**config.mk**
```make
export PLATFORM = sky130hd
export DESIGN_NAME = ind_watchdog
export DESIGN_NICKNAME = d
export VERILOG_FILES = /design/src/rtl/ind_watchdog.sv
export SDC_FILE = /design/constraint.sdc
export NUM_CORES = 1
export LEC_CHECK = 0
export CAP_MARGIN = 20
export CORE_MARGIN = 1
export CORE_UTILIZATION = 53
export CTS_BUF_LIST = sky130_fd_sc_hd__clkbuf_16
export CTS_CLUSTER_SIZE = 24
export DETAILED_ROUTE_END_ITERATION = 8
export PLACE_DENSITY_LB_ADDON = 0.15
export SLEW_MARGIN = 10
export SYNTH_ARGS = -nofsm -noshare
export SYNTH_HDL_FRONTEND = slang
export SYNTH_SLANG_ARGS = --single-unit
```
**constraint.sdc**
```tcl
create_clock -name clk -period 2.75 [get_ports clk]
set_input_delay 0.55 -clock clk [delete_from_list [all_inputs] [get_ports clk]]
set_output_delay 0.55 -clock clk [all_outputs]
set_load 0.02 [all_outputs]
```
**src/rtl/ind_watchdog.sv**
```systemverilog
module ind_watchdog #(
  parameter int CW         = 12,
  parameter int SYNC_TICKS = 2
) (
  input  logic        clk,
  input  logic        rst_n,
  input  logic        slow_tick,
  input  logic        wr_en,
  input  logic [1:0]  addr,
  input  logic [15:0] wdata,
  output logic [15:0] rdata,
  input  logic        dbg_hold,
  input  logic        cpu_halted,
  output logic        rst_req
);
  localparam logic [15:0] KEY_UNLOCK = 16'h5555;
  localparam logic [15:0] KEY_FEED   = 16'hAAAA;
  localparam logic [15:0] KEY_START  = 16'hCCCC;
  localparam int SW = $clog2(SYNC_TICKS + 1);

  logic          unlocked, running;
  logic [2:0]    psc_reg, psc_eff;
  logic [CW-1:0] rld_reg, rld_eff, count;
  logic [SW-1:0] psc_sync, rld_sync;
  logic [7:0]    prediv;

  wire ctrl_wr   = wr_en && addr == 2'd0;
  wire psc_wr    = wr_en && addr == 2'd1 && unlocked;
  wire rld_wr    = wr_en && addr == 2'd2 && unlocked;
  wire key_feed  = ctrl_wr && wdata == KEY_FEED;
  wire key_start = ctrl_wr && wdata == KEY_START;
  wire load      = key_feed || (key_start && !running);

  wire [2:0] shift  = (psc_eff == 3'd7) ? 3'd6 : psc_eff;
  wire [8:0] div    = 9'd4 << shift;
  wire [7:0] div_m1 = 8'(div - 9'd1);

  wire step   = running && slow_tick && !(dbg_hold && cpu_halted);
  wire wrap   = step && prediv == div_m1;
  wire expire = wrap && count == '0;

  always_comb begin
    case (addr)
      2'd1:    rdata = 16'(psc_reg);
      2'd2:    rdata = 16'(rld_reg);
      2'd3:    rdata = {14'd0, rld_sync != '0, psc_sync != '0};
      default: rdata = '0;
    endcase
  end

  always_ff @(posedge clk or negedge rst_n) begin
    if (!rst_n) begin
      unlocked <= 1'b0;
      running  <= 1'b0;
      psc_reg  <= '0;
      psc_eff  <= '0;
      psc_sync <= '0;
      rld_reg  <= '1;
      rld_eff  <= '1;
      rld_sync <= '0;
      count    <= '1;
      prediv   <= '0;
      rst_req  <= 1'b0;
    end else begin
      if (ctrl_wr) unlocked <= (wdata == KEY_UNLOCK);
      if (key_start) running <= 1'b1;

      if (psc_wr) begin
        psc_reg  <= wdata[2:0];
        psc_sync <= SW'(SYNC_TICKS);
      end else if (slow_tick && psc_sync != '0) begin
        psc_sync <= psc_sync - 1'b1;
        if (psc_sync == SW'(1)) psc_eff <= psc_reg;
      end

      if (rld_wr) begin
        rld_reg  <= wdata[CW-1:0];
        rld_sync <= SW'(SYNC_TICKS);
      end else if (slow_tick && rld_sync != '0) begin
        rld_sync <= rld_sync - 1'b1;
        if (rld_sync == SW'(1)) rld_eff <= rld_reg;
      end

      if (load) begin
        count  <= rld_eff;
        prediv <= '0;
      end else if (wrap) begin
        prediv <= '0;
        count  <= (count == '0) ? rld_eff : count - 1'b1;
      end else if (step) begin
        prediv <= prediv + 1'b1;
      end

      rst_req <= expire;
    end
  end

  AST_IDLE_QUIET: assert property (@(posedge clk) disable iff (!rst_n)
    !running |-> !rst_req);
  AST_LOCKED_PSC: assert property (@(posedge clk) disable iff (!rst_n)
    (wr_en && addr == 2'd1 && !unlocked) |=> $stable(psc_reg));
  AST_PULSE_ONE: assert property (@(posedge clk) disable iff (!rst_n)
    rst_req |=> !rst_req);
  AST_RUN_STICKY: assert property (@(posedge clk) disable iff (!rst_n)
    running |=> running);
  AST_FROZEN: assert property (@(posedge clk) disable iff (!rst_n)
    (dbg_hold && cpu_halted && !ctrl_wr) |=> $stable(count) && $stable(prediv));
  AST_BUSY_SET: assert property (@(posedge clk) disable iff (!rst_n)
    psc_wr |=> rdata[0] || addr != 2'd3 || psc_sync != '0);
endmodule

```
==> impl_metrics.toml <==
[cells_and_area]
area_delta_synth_final_pct = 23.6
final_util = 0.700
fin_nets = 388
diodes = 0
drive_gt1_frac = 0.285
final.fill_count = 417

[floorplanning]
ios = 41
die_x_um = 79.9
num_rows = 27
die_h_um = 79.9
initial_core_util = 0.566
die-area_mm2 = 0.00638
coreArea_mm2 = 0.00568

[drt]
drt_first_iter_violations = 187
drtPass1Iterations = 4
route.detailed.drc = 0
num_vias = 2517
wirelength_um = 7010
drtAntennaViolNets = 0
viasPerCell = 5.80
wl_per_cell_um = 16.2

[sta]
clock_skew_ns = 0.00752
fin_tns_setup_ns = 0
rsz0062_at_grt = "false"
period_share = 0.972
hold_violations = 0
fin_crit_ns = 2.67
slew_violations = 0
fmax_mhz = 374
setup_viol = 0
hold_slack_ns = 0.174

[critical_path]
crit_path_max_fanout = 9
path_buf_inv = 3
path_cells = "clkdlybuf4s50_1, nor2b_1, buf_4, and2_1, clkdlybuf4s50_1"
cp_slowest_cell = "clkdlybuf4s50_1"
critPathTopFamily = "buffers and inverters"
cp.arrival_ns = 2.12
path_class = "in2out"
crit_path_frequent_cell = "clkdlybuf4s50_1"
required_ns = 2.20
worst_path_largest_cell_delay_ns = 0.60
cp-end-kind = "primary output"
start_kind = "input port"

[synth]
synth_top_family_by_area = "simple AND/OR/NAND/NOR gates"
synthDistinctLibCells = 56
synthFlopType = "dfstp_2"
synth_area_mm2 = 0.00321
synthAdderAreaFrac = 0.0272
postSynthRegisterBits = 57
ys_async_sr_fraction = 1.00
synth.area.mux_share = 0.117
avgSynthCellArea_um2 = 10.5
ys_seq_area_frac = 0.458
synth.yosys.warnings = 0
yosys.area_share.simple = 0.223
synth_cells = 305
synth-xor-area-share = 0.0218
synth_compound_area_frac = 0.113
synth_edf_count = 0

[clock_tree]
numCtsBuffers = 9
clk_pin_slew_ns = 0.05
hold_buffers = 0
cts.path.max_buffers = 2
cts.sinks = 57
clk_latency_ns = 0.33
htree_levels = 3
root_buffer = "clkbuf_16"
cts_tree = "done"

[global_routing]
antenna_found_initial = 0
grt_usage = 0.252
grt_overflow = 0
grt_max_degree = 25
grt_pass1_vias = 2514
grt_pass1_wl_um = 12100

[power_and_ir_drop]
comb_power_share = 0.246
peakVddDrop_v = 0.000538
cell_internal_pwr_mw = 2.08
power.share.clock = 0.321
switching_share = 0.292
power_switching_uw = 859
p_seq_frac = 0.433
power_density_mw_per_mm2 = 740
cellLeakagePower_nw = 1.67
power_mw = 2.94

[status]
outcome = "finished, final reports clean"

[run]
maxCapViolations = 0

[placed_design]
gp_congestion = 0.865
hpwl_um = 5190
io_buffers = 36

[worst_hold_path]
worstHoldPathType = "in2async"
-- power groups by stage --
stage	Clock (mW)	Combinational [mW]	Sequential (mW)
after floorplan	0	0.583	1.21
after global placement	0	0.703	1.27
after detailed placement	0	0.725	1.28
after CTS	0.958	0.731	1.27
after global routing	0.990	0.802	1.30
final	0.944	0.724	1.27
-- layout make-up --
class | instances | area [um^2] | share of cell area
Clock inverter | 7 | 31.3 | 0.00787
Clock buffer | 9 | 225 | 0.0567
Multi-Input combinational cell | 224 | 1630 | 0.410
Inverter | 13 | 48.8 | 0.0123
Sequential cell | 57 | 1470 | 0.370
Timing Repair Buffer | 52 | 478 | 0.120
Tap cell | 72 | 90.1 | 0.0227
-- through the flow --
step,instance area (um^2),setup WS [ns],std cells
4_1_cts,3970,0.0361,434
3_3_place_gp,3710,0.0744,418
3_5_place_dp,3710,0.0372,418
5_1_grt,3970,0.00249,434
2_1_floorplan,3230,0.761,308
6_report,3970,0.0766,434
-- cells in the mapped netlist, types with 2 or more instances --
master    count  area (um^2)
dfstp_2      36          946
mux2_2       29          327
nand2_1      24         90.1
dfrtp_1      21          526
nor2_1       16         60.1
and2_1       14         87.6
nand3_1      14         70.1
inv_1        13         48.8
nor3_1       12         60.1
o21ai_0      11         55.1
nor4bb_1      8         80.1
a31oi_1       7         43.8
ha_1          7         87.6
nand4_1       7         43.8
a21oi_1       5         25.0
and3_1        5         31.3
buf_4         5         37.5
clkbuf_1      5         18.8
mux2i_1       5         50.1
xnor2_1       5         43.8
buf_2         4         20.0
nor4_1        4         25.0
or3_1         4         25.0
a22o_1        3         26.3
nor2b_1       3         18.8
or4_1         3         22.5
xor2_1        3         26.3
nand4b_1      2         17.5
o21ai_1       2         10.0
o22a_1        2         17.5
-- routing by layer --
layer  up-vias  GRT usage  wire length [um]
li1       1212          -                 -
met3         6     0.0537               339
met5         -          0                 0
met2        78      0.404              3400
met4         0      0.104                90
met1      1221      0.330              3180
-- final timing paths --
kind                                  from         end  slack, ns  depth (start not counted)
worst max-delay path               addr[0]    rdata[3]       0.08                          5
worst min-delay path                 rst_n   prediv[3]       0.17                          1
worst max register to register   prediv[4]    count[6]       0.48                          6
worst min register to register  rld_eff[8]    count[8]       0.45                          2
max in group asynchronous            rst_n  rld_eff[9]       1.85                          2
min in group clk                rld_eff[8]    count[8]       0.45                          2
-- logic make-up (layout without fill, tap and decap cells) --
| kind of cell | Yosys count | in the layout |
|---|---|---|
| AO/OA/AOI/OAI | 46 | 46 |
| XOR/XNOR | 8 | 8 |
| adder cells (fa/ha/maj) | 7 | 7 |
| buffers and inverters | 27 | 81 |
| flip-flops | 57 | 57 |
| multiplexers | 34 | 34 |
| other | 1 | 4 |
| AND/OR/NAND/NOR | 125 | 125 |
-- cells in the final DEF, fill, tap and decap left out, types with 8 or more instances in the layout --
cell type	n
and2_1	14
buf_4	16
clkbuf_16	9
clkdlybuf4s50_1	34
dfrtp_1	21
dfstp_2	36
inv_1	15
mux2_2	29
nand2_1	24
nand3_1	14
nor2_1	16
nor3_1	12
nor4bb_1	8
o21ai_0	11
-- timing repair --
item,in CTS,in global routing
endpoints found under the setup margin,0,1
buffers inserted,0,0
gates resized for setup,0,1
(Power assumes the default switching activity.)
